--- src/rtl/irqagg_pkg.sv ---
package irqagg_pkg;
   localparam int STS_W      = 32;
   localparam int GLOBAL_BIT = 31;
   localparam int CTRL_BIT   = 30;

   // writable / meaningful bits: master, controller source, one per stream
   function automatic logic [STS_W-1:0] live_mask(input int n_streams);
      logic [STS_W-1:0] m;
      m = '0;
      for (int i = 0; i < n_streams; i++) m[i] = 1'b1;
      m[CTRL_BIT]   = 1'b1;
      m[GLOBAL_BIT] = 1'b1;
      return m;
   endfunction
endpackage

--- src/rtl/irqagg_src.sv ---
module irqagg_src #(
   parameter int N_STREAMS = 8,
   parameter int N_CODECS  = 15
) (
   input  logic                 ring_irq,
   input  logic                 ring_ovr,
   input  logic [N_CODECS-1:0]  codec_chg,
   input  logic [N_CODECS-1:0]  codec_wake,
   input  logic [N_STREAMS-1:0] strm_done,
   output logic [31:0]          src_vec
);
   import irqagg_pkg::*;

   logic [N_CODECS-1:0] woken;
   logic                ctrl_src;

   assign woken    = codec_chg & codec_wake;
   assign ctrl_src = ring_irq | ring_ovr | (|woken);

   genvar g;
   generate
      for (g = 0; g < STS_W; g++) begin : g_bit
         if (g < N_STREAMS) begin : g_strm
            assign src_vec[g] = strm_done[g];
         end else if (g == CTRL_BIT) begin : g_ctrl
            assign src_vec[g] = ctrl_src;
         end else begin : g_zero
            assign src_vec[g] = 1'b0;
         end
      end
   endgenerate
endmodule

--- src/rtl/irqagg_regs.sv ---
module irqagg_regs #(
   parameter int N_STREAMS = 8
) (
   input  logic        clk,
   input  logic        rst_n,
   input  logic        ctl_we,
   input  logic [31:0] ctl_data,
   input  logic        clr_we,
   input  logic [31:0] clr_data,
   input  logic        src_upd,
   input  logic [31:0] src_vec,
   output logic [31:0] sts_q,
   output logic [31:0] ctl_q
);
   import irqagg_pkg::*;
   localparam logic [31:0] LIVE = live_mask(N_STREAMS);

   logic        rebuild;
   logic [31:0] ctl_next;
   logic [31:0] fresh;
   logic        global_hit;

   assign rebuild    = src_upd | ctl_we;
   assign ctl_next   = ctl_we ? (ctl_data & LIVE) : ctl_q;
   assign global_hit = |(src_vec[CTRL_BIT:0] & ctl_next[CTRL_BIT:0]);

   always_comb begin
      fresh             = src_vec & LIVE;
      fresh[GLOBAL_BIT] = global_hit;
   end

   always_ff @(posedge clk or negedge rst_n) begin
      if (!rst_n) begin
         ctl_q <= '0;
         sts_q <= '0;
      end else begin
         ctl_q <= ctl_next;
         if (rebuild)
            sts_q <= fresh;
         else if (clr_we)
            sts_q <= sts_q & ~(clr_data & LIVE);
      end
   end


   clr_clears_chk: assert property (@(posedge clk) disable iff (!rst_n)
      (clr_we && !rebuild) |=> ((sts_q & $past(clr_data & LIVE)) == 32'd0));

   global_bit_chk: assert property (@(posedge clk) disable iff (!rst_n)
      rebuild |=> (sts_q[GLOBAL_BIT] == (|(sts_q[CTRL_BIT:0] & ctl_q[CTRL_BIT:0]))));

   hold_chk: assert property (@(posedge clk) disable iff (!rst_n)
      (!rebuild && !clr_we) |=> $stable(sts_q));
endmodule

--- src/rtl/irqagg_out.sv ---
module irqagg_out #(
   parameter bit MSG_SUPPORT = 1'b1
) (
   input  logic clk,
   input  logic rst_n,
   input  logic sts_global,
   input  logic ctl_master,
   input  logic msg_mode,
   output logic irq_level,
   output logic msg_pulse
);
   logic cond;
   logic cond_q;

   assign cond = sts_global & ctl_master;

   always_ff @(posedge clk or negedge rst_n) begin
      if (!rst_n) cond_q <= 1'b0;
      else        cond_q <= cond;
   end

   generate
      if (MSG_SUPPORT) begin : g_dual
         assign irq_level = cond & ~msg_mode;
         assign msg_pulse = cond & ~cond_q & msg_mode;
      end else begin : g_level_only
         assign irq_level = cond;
         assign msg_pulse = 1'b0;
      end
   endgenerate


   level_gate_chk: assert property (@(posedge clk) disable iff (!rst_n)
      irq_level |-> (sts_global && ctl_master));

   pulse_one_chk: assert property (@(posedge clk) disable iff (!rst_n)
      msg_pulse |=> !msg_pulse);

   msg_no_level_chk: assert property (@(posedge clk) disable iff (!rst_n)
      (msg_mode && MSG_SUPPORT) |-> !irq_level);
endmodule

--- src/rtl/irq_aggregator.sv ---
module irq_aggregator #(
   parameter int N_STREAMS   = 8,
   parameter int N_CODECS    = 15,
   parameter bit MSG_SUPPORT = 1'b1
) (
   input  logic                 clk,
   input  logic                 rst_n,
   input  logic                 ctl_we,
   input  logic [31:0]          ctl_data,
   input  logic                 clr_we,
   input  logic [31:0]          clr_data,
   input  logic                 src_upd,
   input  logic                 ring_irq,
   input  logic                 ring_ovr,
   input  logic [N_CODECS-1:0]  codec_chg,
   input  logic [N_CODECS-1:0]  codec_wake,
   input  logic [N_STREAMS-1:0] strm_done,
   input  logic                 msg_mode,
   output logic [31:0]          sts_out,
   output logic [31:0]          ctl_out,
   output logic                 irq_level,
   output logic                 msg_pulse
);
   import irqagg_pkg::*;

   generate
      if (N_STREAMS < 1 || N_STREAMS > CTRL_BIT) begin : g_bad_streams
         $error("N_STREAMS must lie in 1..30");
      end
      if (N_CODECS < 1 || N_CODECS > 16) begin : g_bad_codecs
         $error("N_CODECS must lie in 1..16");
      end
   endgenerate

   logic [31:0] src_vec;

   irqagg_src #(.N_STREAMS(N_STREAMS), .N_CODECS(N_CODECS)) u_src (
      .ring_irq   (ring_irq),
      .ring_ovr   (ring_ovr),
      .codec_chg  (codec_chg),
      .codec_wake (codec_wake),
      .strm_done  (strm_done),
      .src_vec    (src_vec)
   );

   irqagg_regs #(.N_STREAMS(N_STREAMS)) u_regs (
      .clk      (clk),
      .rst_n    (rst_n),
      .ctl_we   (ctl_we),
      .ctl_data (ctl_data),
      .clr_we   (clr_we),
      .clr_data (clr_data),
      .src_upd  (src_upd),
      .src_vec  (src_vec),
      .sts_q    (sts_out),
      .ctl_q    (ctl_out)
   );

   irqagg_out #(.MSG_SUPPORT(MSG_SUPPORT)) u_out (
      .clk        (clk),
      .rst_n      (rst_n),
      .sts_global (sts_out[GLOBAL_BIT]),
      .ctl_master (ctl_out[GLOBAL_BIT]),
      .msg_mode   (msg_mode),
      .irq_level  (irq_level),
      .msg_pulse  (msg_pulse)
   );
endmodule

--- config.mk ---
export PLATFORM = sky130hd
export DESIGN_NAME = irq_aggregator
export DESIGN_NICKNAME = d
export VERILOG_FILES = /design/src/rtl/irqagg_pkg.sv /design/src/rtl/irqagg_src.sv /design/src/rtl/irqagg_regs.sv /design/src/rtl/irqagg_out.sv /design/src/rtl/irq_aggregator.sv
export SDC_FILE = /design/constraint.sdc
export NUM_CORES = 1
export LEC_CHECK = 0
export BUFFER_PORTS_ARGS = -buffer_cell sky130_fd_sc_hd__buf_2
export CORE_AREA = 2 2 68 70
export CTS_BUF_LIST = sky130_fd_sc_hd__clkbuf_16
export DETAILED_ROUTE_END_ITERATION = 8
export DIE_AREA = 0 0 70 72
export PLACE_DENSITY = 0.8
export SETUP_SLACK_MARGIN = 0.1
export SYNTH_ARGS = -nofsm -noshare
export SYNTH_HDL_FRONTEND = slang
export SYNTH_SLANG_ARGS = --single-unit
--- constraint.sdc ---
create_clock -name clk -period 1.55 [get_ports clk]
set_input_delay 0.155 -clock clk [delete_from_list [all_inputs] [get_ports clk]]
set_output_delay 0.155 -clock clk [all_outputs]
set_load 0.03 [all_outputs]
==> flow_metrics.py, run 1 <==
metrics = {
    "power": {
        "p_sw_share_pct": 34.4,
        "leakage_nw": 0.985,
        "p_per_area_mw_per_mm2": 964,
        "power_mw": 1.67,
        "combPwrFrac_pct": 31.2,
        "pwr-share-seq_pct": 37.3,
        "p_sw_mw": 0.574,
        "vdd_ir_drop_max_mv": 0.391,
        "p_int_mw": 1.10,
        "clkPwrFrac_pct": 31.5,
    },
    "worst_setup_path": {
        "r2r-end": "u_regs.sts_q[31]",
        "crit_end": "msg_pulse",
        "path_depth": 3,
        "crit_start": "u_regs.sts_q[31]",
        "cp_num_buf_inv": 1,
        "crit_chain": "nand2_1 > nor3b_1 > buf_2",
        "cpMaxStageDelayCell": "dfrtp_1",
        "r2r_cells": 4,
        "critPathKind": "reg2out",
        "reg2reg_from": "u_regs.ctl_q[5]",
        "critical-path-max-stage-delay_ns": 0.39,
        "critPathLaunchType": "register",
        "crit_family": "flip-flops",
        "rrSetupSlack_ns": 0.28,
        "cp.arrival_ns": 1.16,
        "worstPathRequired_ns": 1.39,
        "critPathMaxFanout": 4,
        "end_kind": "output pin",
    },
    "route": {
        "wirelength_um": 3190,
        "via_per_inst": 4.12,
        "first_pass_iters": 4,
        "wire_per_inst_um": 11.2,
        "via_count": 1169,
        "ant_nets": 0,
        "drc_errors": 0,
        "drt_iter0_markers": 88,
    },
    "yosys": {
        "synth_cells": 146,
        "avgSynthCellArea_um2": 9.23,
        "synth_seq_cells": 21,
        "synth_flop_cell": "dfrtp_1",
        "synth_edf_count": 0,
        "synthArstFlopShare_pct": 100,
        "ys_types": 23,
        "ys_seq_area_share_pct": 39.0,
        "yosys_warnings": 0,
        "syn-cell-area_mm2": 0.00135,
    },
    "cells_and_area": {
        "area_growth_pct": 28.7,
        "final_nets": 343,
        "finish.utilization_pct": 40.7,
        "final_common_cell": "buf_2",
        "final_cells": 284,
        "drive_above_1_share_pct": 44.0,
        "n_fill_cell": 439,
        "antennaDiodeCount": 0,
        "mostFrequentLayoutCells": "87 x buf_2, 44 x conb_1, 29 x nand2_1, 21 x dfrtp_1, 10 x a22oi_1",
    },
    "timing": {
        "holdWs_ns": 0.116,
        "final_max_slew_viol_count": 0,
        "setup_viol": 0,
        "clock_skew_ns": 0.00157,
        "hold_violations": 0,
        "finalCritPeriodShare_pct": 84.5,
        "fin_tns_setup_ns": 0,
        "slew_headroom_pct": 57.3,
        "max_freq_ghz": 0.763,
        "rsz0062_at_grt": "no",
        "tightest_slew_ns": 0.638,
        "period_needed_ns": 1.31,
    },
    "clock_tree": {
        "clock-sinks": 21,
        "path_clk_slew_ns": 0.05,
        "cts_buffers": 3,
        "post-cts-setup-buffers": 0,
        "clk_latency_ns": 0.25,
        "cts_tree": "built",
        "clock_path_buffers": 2,
        "root_buffer": "clkbuf_16",
        "cts_resized": 0,
        "htreeDepth": 1,
    },
    "placement": {
        "placed_cells": 279,
        "port_buffers": 87,
        "hpwl_um": 2680,
        "gp_congestion": 0.838,
    },
    "die": {
        "ioPinCount": 176,
        "core_mm2": 0.00426,
        "die_y_um": 72,
        "die_area_mm2": 0.00504,
        "rows": 24,
        "start_util_pct": 31.6,
        "die_x_um": 70,
    },
    "global_route": {
        "grt_pass1_wl_um": 4860,
        "grt_pass1_vias": 1087,
        "antenna_found_initial": 0,
        "grt_max_degree": 22,
        "grt.total_usage_pct": 12.1,
        "overflow": 0,
    },
    "run": {
        "drv_cap": 0,
    },
    "min_path": {
        "hp-class": "in2reg",
        "min_from": "strm_done[7]",
    },
    "run_status": {
        "outcome": "complete, no violations",
    },
}
-- power groups by stage --
stage          sequential [mW]  combinational (mW)  clock (mW)
2_1_floorplan            0.717               0.361           0
3_3_place_gp             0.630               0.513           0
3_5_place_dp             0.633               0.520           0
4_1_cts                  0.624               0.523       0.535
5_1_grt                  0.633               0.562       0.555
6_report                 0.624               0.521       0.526
-- worst register-to-register path: stages, from the launching register on --
cell and delay (ns):
dfrtp_1 0.37, mux2_4 0.28, a22oi_1 0.18, and4_1 0.21, o211ai_1 0.09
-- logic make-up after synthesis --
kind of cell | count (synthesis) | share of synthesized area [%]
muxes | 10 | 8.91
other | 1 | 0.278
and+or+nand+nor | 46 | 14.9
AOI/OAI and AO/OA | 17 | 9.29
DFF | 21 | 39.0
buffers and inverters | 51 | 27.6
-- sequential cells by signal (all words and copies together), names as in the netlist --
register,count
u_regs.ctl_q,10
u_regs.sts_q,10
u_out.cond_q,1
-- metrics by stage --
step	area, um^2	setup WS [ns]
after floorplan	1510	0.196
after global placement	1650	0.117
after detailed placement	1650	0.111
after CTS	1730	0.224
after global routing	1730	0.120
final	1730	0.240
-- synth_stat cells, types with 2 or more instances --
cell type | number | share of area, %
a21oi_1 | 3 | 1.1
dfrtp_1 | 21 | 39
mux2_4 | 2 | 2.2
clkbuf_1 | 2 | 0.56
a22oi_1 | 10 | 5.6
nand2_1 | 29 | 8.1
buf_4 | 46 | 26
mux2_2 | 8 | 6.7
nand3_1 | 9 | 3.3
nor2_1 | 2 | 0.56
inv_1 | 2 | 0.56
-- worst min-delay path by stage --
| stage | endpoint | depth (start not counted) |
|---|---|---|
| final | u_regs.sts_q[7] | 3 |
| after global routing | u_regs.sts_q[7] | 3 |
| after global placement | u_regs.sts_q[7] | 1 |
| after CTS | u_regs.sts_q[7] | 3 |
| after detailed placement | u_regs.sts_q[0] | 1 |
| after floorplan | u_out.cond_q | 0 |
-- metal layers --
layer,vias up,part of all wire [%],GRT usage (%)
met5,-,0,0
met3,7,9.3,3.61
met2,69,51,20.7
met1,516,38,13.9
met4,0,1.7,6.20
li1,577,-,-
-- final cells by class --
type,instances,area [um^2],area share (%)
Multi-Input combinational cell,117,612,35.3
Sequential cell,21,526,30.3
Timing Repair Buffer,88,445,25.7
Clock buffer,3,75.1,4.33
Tap cell,52,65.1,3.75
Inverter,2,7.51,0.433
Clock inverter,1,3.75,0.216
-- repair_timing --
| item | CTS | global route |
|---|---|---|
| endpoints found under the hold margin | 21 | 0 |
| endpoints found under the setup margin | 0 | 0 |
| hold buffers | 1 | 0 |
No activity file was read; power rests on OpenSTA's default activity.
==> run 2, diff against run 1 <==
--- a/config.mk
+++ b/config.mk
@@ -6,11 +6,10 @@
 export NUM_CORES = 1
 export LEC_CHECK = 0
 export BUFFER_PORTS_ARGS = -buffer_cell sky130_fd_sc_hd__buf_2
-export CORE_AREA = 2 2 68 70
+export CORE_UTILIZATION = 29
 export CTS_BUF_LIST = sky130_fd_sc_hd__clkbuf_16
 export DETAILED_ROUTE_END_ITERATION = 8
-export DIE_AREA = 0 0 70 72
-export PLACE_DENSITY = 0.8
+export PLACE_DENSITY = 0.78
 export SETUP_SLACK_MARGIN = 0.1
 export SYNTH_ARGS = -nofsm -noshare
 export SYNTH_HDL_FRONTEND = slang
==> constraint.sdc (replaced) <==
create_clock -name clk -period 1.17 [get_ports clk]
set_input_delay 0.117 -clock clk [delete_from_list [all_inputs] [get_ports clk]]
set_output_delay 0.117 -clock clk [all_outputs]
set_load 0.03 [all_outputs]
==> flow_metrics.py, run 2 (synthesis results as in run 1) <==
metrics = {
    "run_status": {
        "outcome": "finished, violations left",
        "violations": "setup timing",
    },
    "timing": {
        "hold_violations": 0,
        "fin_tns_setup_ns": -0.0852,
        "period_needed_ns": 1.24,
        "setup_viol": 2,
        "finalCritPeriodShare_pct": 106,
        "final_max_slew_viol_count": 0,
        "max_freq_ghz": 0.807,
        "worst_slack_ns": -0.0687,
        "clock_skew_ns": 0.00354,
        "rsz0062_at_grt": "yes",
    },
    "power": {
        "leakage_nw": 1.02,
        "pwr-share-seq_pct": 36.1,
        "vdd_ir_drop_max_mv": 0.445,
        "combPwrFrac_pct": 32.1,
        "clkPwrFrac_pct": 31.7,
        "p_sw_share_pct": 34.9,
        "p_per_area_mw_per_mm2": 1260,
        "p_sw_mw": 0.803,
        "p_int_mw": 1.50,
    },
    "clock_tree": {
        "cts_buffers": 3,
        "path_clk_slew_ns": 0.06,
        "cts_tree": "built",
        "clock_path_buffers": 2,
        "root_buffer": "clkbuf_16",
        "clock-sinks": 21,
        "clk_latency_ns": 0.26,
        "htreeDepth": 1,
    },
    "placement": {
        "port_buffers": 87,
        "gp_congestion": 0.775,
        "pre_cts_ws_ns": -0.187,
        "hpwl_um": 2640,
    },
    "worst_setup_path": {
        "critPathKind": "reg2reg",
        "end_kind": "register",
        "cpMaxStageDelayCell": "dfrtp_2",
        "critPathMaxFanout": 2,
        "critPathLaunchType": "register",
        "crit_chain": "mux2_4 > a22oi_2 > and4_1 > o211ai_1",
        "worstPathRequired_ns": 1.29,
        "critical-path-max-stage-delay_ns": 0.39,
        "cp.arrival_ns": 1.36,
    },
    "route": {
        "via_per_inst": 4.22,
        "drc_errors": 0,
        "wire_per_inst_um": 11.1,
        "wirelength_um": 3210,
        "first_pass_iters": 4,
        "via_count": 1224,
        "ant_nets": 0,
        "drt_iter0_markers": 67,
    },
    "die": {
        "ioPinCount": 176,
        "start_util_pct": 30.5,
        "die_area_mm2": 0.00492,
        "die_x_um": 70.2,
        "core_mm2": 0.00441,
        "rows": 24,
        "die_y_um": 70.2,
    },
    "global_route": {
        "grt.total_usage_pct": 13.1,
        "grt_pass1_vias": 1148,
        "overflow": 0,
        "antenna_found_initial": 0,
        "grt_max_degree": 22,
        "grt_pass1_wl_um": 5010,
    },
    "min_path": {
        "hp-class": "in2reg",
    },
    "cells_and_area": {
        "area_growth_pct": 35.8,
        "finish.utilization_pct": 41.5,
        "antennaDiodeCount": 0,
        "final_nets": 349,
        "reg_top3": "u_regs.ctl_q: 10 flops, u_regs.sts_q: 10 flops, u_out.cond_q: 1 flops",
        "drive_above_1_share_pct": 50.4,
        "mostFrequentLayoutCells": "84 x buf_2, 44 x conb_1, 28 x nand2_1, 15 x dfrtp_1, 9 x nand3_1",
        "final_common_cell": "buf_2",
    },
    "run": {
        "drv_cap": 0,
    },
}
==> run 2: cell types whose count changed in the layout (fill, tap and decap cells not counted), sizes merged <==
cell and change:
buf +6, clkinv +1, inv -1
==> run 2: worst paths after layout <==
kind | start | end | slack, ns | cells past startpoint
max | u_regs.ctl_q[4] | u_regs.sts_q[31] | -0.07 | 4
min reg2reg | u_regs.sts_q[7] | u_regs.sts_q[7] | 0.50 | 2
max reg2reg | u_regs.ctl_q[4] | u_regs.sts_q[31] | -0.07 | 4
min | strm_done[4] | u_regs.sts_q[4] | 0.07 | 3
max in group asynchronous | rst_n | u_regs.ctl_q[0] | 0.49 | 2
min in group asynchronous | rst_n | u_regs.ctl_q[6] | 0.33 | 2
==> run 2: what timing repair did <==
action / in CTS / in global routing
setup buffers: 2 / 0
gates resized for setup: 6 / 3
hold buffers: 1 / 0
setup endpoints to repair: 3 / 11
pin swaps: 3 / 2
endpoints found under the hold margin: 21 / 0
==> run 2: layout make-up <==
| class | count | area, um^2 |
|---|---|---|
| Fill cell | 464 | 2580 |
| Multi-Input combinational cell | 117 | 639 |
| Sequential cell | 21 | 533 |
| Timing Repair Buffer | 94 | 505 |
| Clock buffer | 3 | 75.1 |
| Tap cell | 52 | 65.1 |
| Inverter | 2 | 7.51 |
| Clock inverter | 1 | 5.00 |
==> run 2: worst max-delay path, delay by kind of cell, from the launching register on <==
kind               cells  cell delay (ns)
and+or+nand+nor        1             0.20
DFF                    1             0.39
muxes                  1             0.28
AOI/OAI and AO/OA      2             0.23
==> run 2: power groups by stage <==
stage | registers (mW) | logic (mW) | clock network (mW)
floorplan | 0.955 | 0.483 | 0
global placement | 0.842 | 0.699 | 0
detailed placement | 0.844 | 0.705 | 0
CTS | 0.831 | 0.736 | 0.738
global route | 0.841 | 0.791 | 0.760
finish | 0.832 | 0.739 | 0.730
==> run 2: layer usage <==
layer,track usage (%),wire length [um],up-vias
li1,-,-,585
met1,13.5,1180,558
met2,24.1,1660,76
met3,2.31,278,5
met4,8.67,87,0
met5,0,0,-
==> run 2: per-stage QoR <==
| step | cells | hold WS, ns | power [mW] | instance area, um^2 |
|---|---|---|---|---|
| 2_1_floorplan | 189 | -0.179 | 1.44 | 1530 |
| 3_3_place_gp | 283 | 0.0871 | 1.54 | 1700 |
| 3_5_place_dp | 283 | 0.0962 | 1.55 | 1700 |
| 4_1_cts | 290 | 0.0724 | 2.31 | 1820 |
| 5_1_grt | 290 | 0.0930 | 2.39 | 1830 |
| 6_report | 290 | 0.0749 | 2.30 | 1830 |
